--- src/rtl/slotarb_pkg.sv ---
package slotarb_pkg;

    typedef enum logic [1:0] {
        PARK_NONE  = 2'd0,
        PARK_LAST  = 2'd1,
        PARK_FIXED = 2'd2,
        PARK_RSVD  = 2'd3
    } park_e;

endpackage

--- src/rtl/slotarb_pick.sv ---
module slotarb_pick #(
    parameter int NUM_M  = 12,
    parameter int PRIO_W = 2,
    localparam int IDX_W = $clog2(NUM_M)
) (
    input  logic [NUM_M-1:0]        mask_i,
    input  logic [NUM_M*PRIO_W-1:0] prio_i,
    input  logic [IDX_W-1:0]        ptr_i,
    output logic                    any_o,
    output logic [IDX_W-1:0]        idx_o
);

    logic [PRIO_W-1:0] top_lvl;
    logic              found;

    // Highest priority value present among the masked requesters.
    always_comb begin
        top_lvl = '0;
        for (int m = 0; m < NUM_M; m++) begin
            if (mask_i[m] && (prio_i[m*PRIO_W +: PRIO_W] > top_lvl)) begin
                top_lvl = prio_i[m*PRIO_W +: PRIO_W];
            end
        end
    end

    // Rotating search that starts at the master after ptr_i.
    always_comb begin
        found = 1'b0;
        idx_o = '0;
        for (int off = 1; off <= NUM_M; off++) begin
            int cand;
            cand = (int'(ptr_i) + off) % NUM_M;
            if (!found && mask_i[cand] &&
                (prio_i[cand*PRIO_W +: PRIO_W] == top_lvl)) begin
                found = 1'b1;
                idx_o = IDX_W'(cand);
            end
        end
    end

    assign any_o = |mask_i;

endmodule

--- src/rtl/slotarb_timer.sv ---
module slotarb_timer #(
    parameter int SLOT_W = 9
) (
    input  logic              clk,
    input  logic              rst_n,
    input  logic              clr_i,
    input  logic              inc_i,
    input  logic [SLOT_W-1:0] lim_i,
    output logic              exp_o
);

    logic [SLOT_W-1:0] cnt_d, cnt_q;

    always_comb begin
        cnt_d = cnt_q;
        if (clr_i) begin
            cnt_d = '0;
        end else if (inc_i && (cnt_q != '1)) begin
            cnt_d = cnt_q + SLOT_W'(1);
        end
    end

    always_ff @(posedge clk or negedge rst_n) begin
        if (!rst_n) cnt_q <= '0;
        else        cnt_q <= cnt_d;
    end

    // cnt_q holds the number of edges already kept, so the current cycle is hold cycle cnt_q+1.
    assign exp_o = (lim_i != '0) && (cnt_q >= (lim_i - SLOT_W'(1)));

endmodule

--- src/rtl/slotarb_top.sv ---
module slotarb_top #(
    parameter int NUM_M  = 12,
    parameter int PRIO_W = 2,
    parameter int SLOT_W = 9,
    parameter int FIX_W  = 4,
    localparam int IDX_W = $clog2(NUM_M)
) (
    input  logic                    clk,
    input  logic                    rst_n,
    input  logic [NUM_M-1:0]        req_i,
    input  logic                    rearb_i,
    input  logic [NUM_M*PRIO_W-1:0] prio_i,
    input  logic [SLOT_W-1:0]       slot_lim_i,
    input  logic [1:0]              park_mode_i,
    input  logic [FIX_W-1:0]        park_fixed_i,
    output logic [NUM_M-1:0]        grant_o,
    output logic [IDX_W-1:0]        owner_o
);
    import slotarb_pkg::*;

    typedef struct packed {
        logic             conn;
        logic [IDX_W-1:0] cur;
        logic [IDX_W-1:0] rr;
    } arb_st_t;

    arb_st_t          st_d, st_q;
    park_e            mode;
    logic             own_req;
    logic [NUM_M-1:0] cand_mask;
    logic             pick_any;
    logic [IDX_W-1:0] pick_idx;
    logic             tmr_clr, tmr_inc, slot_exp;

    assign mode    = park_e'(park_mode_i);
    assign grant_o = st_q.conn ? (NUM_M'(1) << st_q.cur) : '0;
    assign owner_o = st_q.cur;
    assign own_req = st_q.conn && req_i[st_q.cur];

    // A requesting owner competes only against the others.
    assign cand_mask = own_req ? (req_i & ~grant_o) : req_i;

    slotarb_pick #(.NUM_M(NUM_M), .PRIO_W(PRIO_W)) u_pick (
        .mask_i (cand_mask),
        .prio_i (prio_i),
        .ptr_i  (st_q.rr),
        .any_o  (pick_any),
        .idx_o  (pick_idx)
    );

    slotarb_timer #(.SLOT_W(SLOT_W)) u_timer (
        .clk   (clk),
        .rst_n (rst_n),
        .clr_i (tmr_clr),
        .inc_i (tmr_inc),
        .lim_i (slot_lim_i),
        .exp_o (slot_exp)
    );

    always_comb begin
        st_d    = st_q;
        tmr_clr = 1'b1;
        tmr_inc = 1'b0;
        if (own_req) begin
            if (rearb_i && slot_exp && pick_any) begin
                st_d.cur = pick_idx;
                st_d.rr  = pick_idx;
            end else begin
                tmr_clr = 1'b0;
                tmr_inc = 1'b1;
            end
        end else if (pick_any) begin
            st_d.conn = 1'b1;
            st_d.cur  = pick_idx;
            st_d.rr   = pick_idx;
        end else begin
            unique case (mode)
                PARK_LAST:  st_d.conn = st_q.conn;
                PARK_FIXED: begin
                    if (int'(park_fixed_i) < NUM_M) begin
                        st_d.conn = 1'b1;
                        st_d.cur  = IDX_W'(park_fixed_i);
                    end else begin
                        st_d.conn = 1'b0;
                    end
                end
                default:    st_d.conn = 1'b0;
            endcase
        end
    end

    always_ff @(posedge clk or negedge rst_n) begin
        if (!rst_n) begin
            st_q.conn <= 1'b0;
            st_q.cur  <= '0;
            st_q.rr   <= IDX_W'(NUM_M - 1);
        end else begin
            st_q <= st_d;
        end
    end

    a_r1_grant_onehot: assert property (@(posedge clk) disable iff (!rst_n)
        $onehot0(grant_o) && ((grant_o == '0) || grant_o[owner_o]));

    a_r6_hold_without_rearb: assert property (@(posedge clk) disable iff (!rst_n)
        (grant_o != '0 && req_i[owner_o] && !rearb_i)
        |=> (grant_o != '0) && (owner_o == $past(owner_o)));

    a_r7_none_releases: assert property (@(posedge clk) disable iff (!rst_n)
        (req_i == '0 && (park_mode_i == 2'd0 || park_mode_i == 2'd3))
        |=> (grant_o == '0));

    a_r8_last_keeps: assert property (@(posedge clk) disable iff (!rst_n)
        (req_i == '0 && park_mode_i == 2'd1) |=> $stable(grant_o));

    a_r9_fixed_parks: assert property (@(posedge clk) disable iff (!rst_n)
        (req_i == '0 && park_mode_i == 2'd2 && int'(park_fixed_i) < NUM_M)
        |=> (grant_o != '0) && (int'(owner_o) == int'($past(park_fixed_i))));

endmodule

--- config.mk ---
export PLATFORM = sky130hd
export DESIGN_NAME = slotarb_top
export DESIGN_NICKNAME = d
export VERILOG_FILES = /design/src/rtl/slotarb_pkg.sv /design/src/rtl/slotarb_pick.sv /design/src/rtl/slotarb_timer.sv /design/src/rtl/slotarb_top.sv
export SDC_FILE = /design/constraint.sdc
export NUM_CORES = 1
export LEC_CHECK = 0
export ABC_AREA = 1
export BUFFER_PORTS_ARGS = -buffer_cell sky130_fd_sc_hd__buf_2
export CAP_MARGIN = 5
export CORE_AREA = 4 4 137 139
export CTS_CLUSTER_SIZE = 28
export DETAILED_ROUTE_END_ITERATION = 16
export DIE_AREA = 0 0 141 143
export GPL_TIMING_DRIVEN = 1
export PLACE_DENSITY_LB_ADDON = 0.12
export SLEW_MARGIN = 15
export SYNTH_ARGS = -nofsm -noshare
export SYNTH_HDL_FRONTEND = slang
export SYNTH_HIERARCHICAL = 1
export SYNTH_SLANG_ARGS = --single-unit
--- constraint.sdc ---
create_clock -name clk -period 12.3 [get_ports clk]
set_input_delay 1.23 -clock clk [delete_from_list [all_inputs] [get_ports clk]]
set_output_delay 1.23 -clock clk [all_outputs]
set_load 0.05 [all_outputs]
After elaboration in Yosys (flattened, before gate mapping)
Index checks and enable logic that the tools add are counted.
{"block": "totals", "reg_bits": 18, "in_bits": 54, "wordCells": 239}
{"block": "classes", "addsub": 14, "n_div": 12, "magnitude_cmp": 27, "n_eq_ne": 17, "shift": 13, "muxes": 89, "bitwise": 3, "reduce_logical": 60}
{"op": "$lt A32 B6 Y1 const B", "count": 12}
{"op": "$mod A32 B5 Y32 const B", "count": 12}
{"op": "$shiftx A24 B32 Y2", "count": 12}
{"op": "$mux W4", "count": 15}
{"op": "$bmux W1 S4", "count": 13}
{"op": "$mux W1", "count": 41}
{"op": "$logic_and A1 B1 Y1", "count": 40}
{"op": "$add A4 B4 Y5 const B", "count": 5}
{"op": "$eq A2 B2 Y1", "count": 12}
{"op": "$mux W12", "count": 2}
{"op": "$mux W2", "count": 12}
{"op": "$gt A2 B2 Y1", "count": 11}
{"op": "$add A4 B3 Y5 const B", "count": 4}
{"op": "$mux W9", "count": 2}
{"op": "$mux W8", "count": 2}
{"op": "$and A12 B12 Y12", "count": 1}
{"op": "$not A12 Y12", "count": 1}
{"op": "$reduce_or A12 Y1", "count": 1}
{"op": "$shl A1 B4 Y12 const A", "count": 1}
{"op": "$logic_not A1 Y1", "count": 11}
{"op": "$add A4 B2 Y5 const B", "count": 2}
{"op": "$add A9 B1 Y9 const B", "count": 1}
{"op": "$ge A9 B9 Y1", "count": 1}
{"op": "$ne A9 B9 Y1 const B", "count": 1}
{"op": "other kinds (17)", "count": 20}

Depth between registers and ports, before layout
{"block": "logic_depth", "word_depth": 89, "ltp_mapped": 108, "depth_no_buf": 107}

Cells and area by module
Netlist, hierarchy kept.
{"module": "slotarb_pick", "instances": 1, "cells_per_inst": 987, "area_each_um2": 5068.6, "seq_area_each_um2": 0.0}
{"module": "slotarb_top", "instances": 1, "cells_per_inst": 163, "area_each_um2": 996.0, "seq_area_each_um2": 229.0}
{"module": "slotarb_timer", "instances": 1, "cells_per_inst": 132, "area_each_um2": 899.6, "seq_area_each_um2": 225.2}

Worst setup path after synthesis
Ideal clock, no wire load.
{"block": "synth_path", "path_kind": "flip-flop to flip-flop", "from": "reg st_q (netlist bit owner_o[1])", "to": "reg st_q (netlist bit owner_o[0])", "setup_ns": 0.065, "t_arrival_ns": 12.243, "required_ns": 12.235, "setup_slack_ns": -0.008, "stages_incl_launch_ff": 101, "synth_period_minus_slack_ns": 12.308, "cell_sequence": "dfrtp_1 > buf_6 > nor2_1 > inv_1 > nor2_1 > inv_2 > nor2_1 > nor2_1 > nand2_1 > nor2_1 > ha_1 > a21oi_2 > nand2_1 > nand2_1 > o21ai_2 > ha_1 > inv_1 > nand2_1 > (+65 left out) > inv_1 > nand3_2 > nand2_2 > buf_6 > or2_2 > nand3_1 > nand4_4 > nor3_4 > nand3_1 > nand2_1 > nor2_1 > nor2_1 > nand2_1 > nand2_1 > nand2_1 > nand2_1 > nand3_1 > nand2_1"}
{"block": "synth_between", "elab_chain_cells": 89, "elab_cells_between_ends": 157}
{"item": "start, declared", "line_no": "slotarb_top.sv:27", "rtl": "arb_st_t st_d, st_q;"}
{"item": "start signal, assigned", "line_no": "slotarb_top.sv:98", "rtl": "st_q <= st_d;"}
{"item": "$shl A1 B4 Y12 (*)", "line_no": "slotarb_top.sv:36", "rtl": "assign grant_o = st_q.conn ? (NUM_M'(1) << st_q.cur) : '0;"}
{"item": "$mux W12 (*)", "line_no": "slotarb_top.sv:36"}
{"item": "named net grant_o[0]", "line_no": "slotarb_top.sv:16", "rtl": "output logic [NUM_M-1:0] grant_o,"}
{"item": "$not A12 Y12 (*)", "line_no": "slotarb_top.sv:41", "rtl": "assign cand_mask = own_req ? (req_i & ~grant_o) : req_i;"}
{"item": "$and A12 B12 Y12 (*)", "line_no": "slotarb_top.sv:41"}
{"item": "$mux W12 (*)", "line_no": "slotarb_top.sv:41"}
{"item": "named net cand_mask[0]", "line_no": "slotarb_top.sv:30", "rtl": "logic [NUM_M-1:0] cand_mask;"}
{"item": "$logic_and A1 B1 Y1", "line_no": "slotarb_pick.sv:20", "rtl": "if (mask_i[m] && (prio_i[m*PRIO_W +: PRIO_W] > top_lvl)) begin"}
{"item": "(+74 left out)"}
{"item": "$logic_and A1 B1 Y1 (2 in series)", "line_no": "slotarb_pick.sv:33", "rtl": "if (!found && mask_i[cand] &&"}
{"item": "$mux W1", "line_no": "slotarb_pick.sv:33"}
{"item": "$logic_not A1 Y1", "line_no": "slotarb_pick.sv:33"}
{"item": "$logic_and A1 B1 Y1 (2 in series)", "line_no": "slotarb_pick.sv:33"}
{"item": "$mux W4 (*)", "line_no": "slotarb_pick.sv:33"}
{"item": "named net pick_idx[0]", "line_no": "slotarb_top.sv:32", "rtl": "logic [IDX_W-1:0] pick_idx;"}
{"item": "$mux W5 or $mux W8 (tied branches)", "line_no": "slotarb_top.sv:72, slotarb_top.sv:65"}
{"item": "$mux W8 (*)", "line_no": "slotarb_top.sv:64", "rtl": "if (own_req) begin"}
Mark *: on every way through the listed nets, which the timed path passes. The rest lies on a longest branch. The select of a mux whose other input is x is not followed.
A chain may end at the register's enable or synchronous reset.

Worst setup path after layout
{"block": "layout_path", "from": "in prio_i[1]", "to": "reg st_q (netlist bit owner_o[2])"}
{"block": "layout_between", "elab_chain_cells": 85, "elab_cells_between_ends": 120}
{"item": "start, declared", "line_no": "slotarb_top.sv:12", "rtl": "input logic [NUM_M*PRIO_W-1:0] prio_i,"}
{"item": "$gt A2 B1 Y1", "line_no": "slotarb_pick.sv:20"}
{"item": "$logic_and A1 B1 Y1", "line_no": "slotarb_pick.sv:20"}
{"item": "$mux W2", "line_no": "slotarb_pick.sv:20"}
{"item": "$gt A2 B2 Y1", "line_no": "slotarb_pick.sv:20"}
{"item": "$logic_and A1 B1 Y1", "line_no": "slotarb_pick.sv:20"}
{"item": "$mux W2", "line_no": "slotarb_pick.sv:20"}
{"item": "$gt A2 B2 Y1", "line_no": "slotarb_pick.sv:20"}
{"item": "$logic_and A1 B1 Y1", "line_no": "slotarb_pick.sv:20"}
{"item": "(+68 left out)"}
{"item": "$logic_and A1 B1 Y1 (2 in series)", "line_no": "slotarb_pick.sv:33"}
{"item": "$mux W1", "line_no": "slotarb_pick.sv:33"}
{"item": "$logic_not A1 Y1", "line_no": "slotarb_pick.sv:33"}
{"item": "$logic_and A1 B1 Y1 (2 in series)", "line_no": "slotarb_pick.sv:33"}
{"item": "$mux W4 (*)", "line_no": "slotarb_pick.sv:33"}
{"item": "named net pick_idx[2]", "line_no": "slotarb_top.sv:32"}
{"item": "$mux W5 or $mux W8 (tied branches)", "line_no": "slotarb_top.sv:72, slotarb_top.sv:65"}
{"item": "$mux W8 (*)", "line_no": "slotarb_top.sv:64"}
Marked as above.

==> results.json <==
{
  "final_common_cell": "nand2_1",
  "ant_nets": 0,
  "clock_latency_ns": 0.25,
  "cts-root-buf": "clkbuf_16",
  "place_ws_ns": -0.8550,
  "synth_edf_count": 0,
  "diodes": 0,
  "timing.critical_path.buf_inv": 15,
  "dpl.hpwl_mm": 19.23,
  "dieWidth_um": 141,
  "h-tree-depth": 1,
  "synth_top_area_frac": 0.1811,
  "dieArea_um2": 20160,
  "finalSetupTns_ns": 0,
  "register_area_um2": 454.2,
  "start_util": 0.3944,
  "finalMaxSlewViolations": 0,
  "final.period_utilization": 0.9830,
  "antenna_found_initial": 0,
  "cp-end-kind": "flop",
  "cts_made_buffers": 3,
  "drt_iter0_markers": 523,
  "rsz0062_at_grt": "true",
  "synth_ff_type": "dfrtp_1",
  "period_minus_slack_ns": 12.09,
  "place_congestion": 0.9775,
  "hold_class": "flop to flop",
  "path_delay_family": "simple AND/OR/NAND/NOR gates",
  "max_slew_margin": 0.4662,
  "synth_area_leaders": "nand2_1 18%, inv_1 11%, ha_1 9.3%",
  "arrival_ns": 12.23,
  "area_growth_pct": 24.18,
  "slowest_delay_ns": 0.30,
  "synth_cells": 1282,
  "rows": 49,
  "setup_viol": 0,
  "synth_cell_types": 64,
  "async_flop_share": 1.000,
  "cts.sinks": 18,
  "finClkSkew_ns": 0.003126,
  "crit_fanout": 8,
  "drc": 0,
  "path_clk_slew_ns": 0.05,
  "critPathKind": "primary input to flop",
  "drive_gt1_frac": 0.2387,
  "tightestPinTransition_ns": 0.7998,
  "grt_pass1_vias": 7698,
  "syn_nets": 1388,
  "core_area_um2": 17660,
  "cp.required_ns": 12.44,
  "grt.overflow.total": 0,
  "final_cell_mix": "310 x nand2_1, 201 x inv_1, 134 x nor2_1",
  "grt_start_max_net_pins": 73,
  "num-nets-final": 1527,
  "vias": 8530,
  "synth_area_um2": 6964,
  "grt_pass1_wl_mm": 37.65,
  "start_kind": "primary input",
  "yosysSeqAreaShare": 0.06522,
  "outcome": "finished clean",
  "hold_viol": 0,
  "slowest_stage": "ha_1",
  "via_per_inst": 5.173,
  "clock.fmax_mhz": 82.71,
  "cts_tree": "built",
  "finalWirelength_mm": 23.82,
  "setup_slack_ns": 0.2093,
  "grt_usage": 0.2241,
  "synth_warnings": 6,
  "drt_first_pass_iters": 7,
  "multi_input_area_um2": 5839,
  "clockBufferDepth": 2,
  "io_buffers": 69,
  "io_pins": 70,
  "nFillCells": 1964,
  "ys_seq_elements": 18,
  "drv_cap": 0,
  "syn_area_per_cell_um2": 5.432,
  "synth_top_area_cell": "nand2_1",
  "die_h_um": 143,
  "wire_per_inst_um": 14.45
}
## tightest hold or removal path: stages, from the launching register on
cell	delay, ns
dfrtp_1	0.38
nand2_1	0.07
nand2_1	0.06
## synth_stat cells, types with 10 or more instances
cell,count
a21oi_1,43
clkbuf_1,10
dfrtp_1,15
ha_1,52
inv_1,209
inv_2,14
nand2_1,336
nand3_1,114
nand4_1,23
nor2_1,147
nor3_1,13
o211ai_1,11
o21ai_0,121
o21ai_1,15
or2_2,11
xor2_1,12
## state kept, by name, indices dropped and copies added (netlist names)
name / cells
u_timer/cnt_q: 9
owner_o: 4
st_q: 5
## metal layers
layer	vias up	track usage	share of wire
met1	3875	0.3199	0.47
li1	4429	-	-
met3	17	0.01708	0.051
met2	209	0.3760	0.46
met5	-	0	0
met4	0	0.03876	0.015
## repair_timing
action / in CTS / in global routing
endpoints found under the setup margin: 8 / 8
pin swaps: 22 / 81
buffers inserted: 5 / 20
resized for setup: 33 / 79
hold buffers: 0 / 0
cloned: 0 / 0
## kinds of logic (layout without fill, tap and decap cells)
group           count (synthesis)  count (layout)  share of synthesized area
simple gates                  698             698                     0.4616
fa+ha+maj                      52              52                    0.09342
xor+xnor                       22              22                    0.03144
compound gates                235             235                     0.1949
buf+inv                       257             395                     0.1534
flops                          18              18                    0.06522
## metrics by stage
stage	hold WS [ns]	utilization	cells	area (um^2)
after CTS	0.5427	0.4627	1629	8170
after floorplan	0.4705	-	1282	6967
after detailed placement	0.5250	0.4489	1620	7926
final	0.5367	0.4898	1649	8648
after global placement	0.5241	0.4489	1620	7926
after global routing	0.5532	0.4898	1649	8648
## path summary, 6_finish.rpt
| kind | startpoint | end | slack, ns | cells after the start |
|---|---|---|---|---|
| max | prio_i[1] | owner_o[2]$_DFFE_PN0P_ | 0.21 | 97 |
| min | u_timer/cnt_q[8]$_DFFE_PN0P_ | u_timer/cnt_q[8]$_DFFE_PN0P_ | 0.54 | 2 |
| max reg2reg | owner_o[0]$_DFFE_PN0P_ | owner_o[2]$_DFFE_PN0P_ | 0.44 | 100 |
| min reg2reg | u_timer/cnt_q[8]$_DFFE_PN0P_ | u_timer/cnt_q[8]$_DFFE_PN0P_ | 0.54 | 2 |
| max in group asynchronous | rst_n | st_q[3]$_DFFE_PN1P_ | 11.05 | 1 |
| min in group asynchronous | rst_n | owner_o[0]$_DFFE_PN0P_ | 0.91 | 1 |
## area by class of cell
cell class / count / area share
tap: 229 / 0.03313
multi-input combinational: 1007 / 0.6752
sequential: 18 / 0.05252
clock buffer: 4 / 0.01027
inverter: 226 / 0.09896
timing repair buffer: 165 / 0.1299
Power is left out: the tool's default activity adds up to more than one toggle a clock period on the data nets, which glitch-free logic cannot reach.
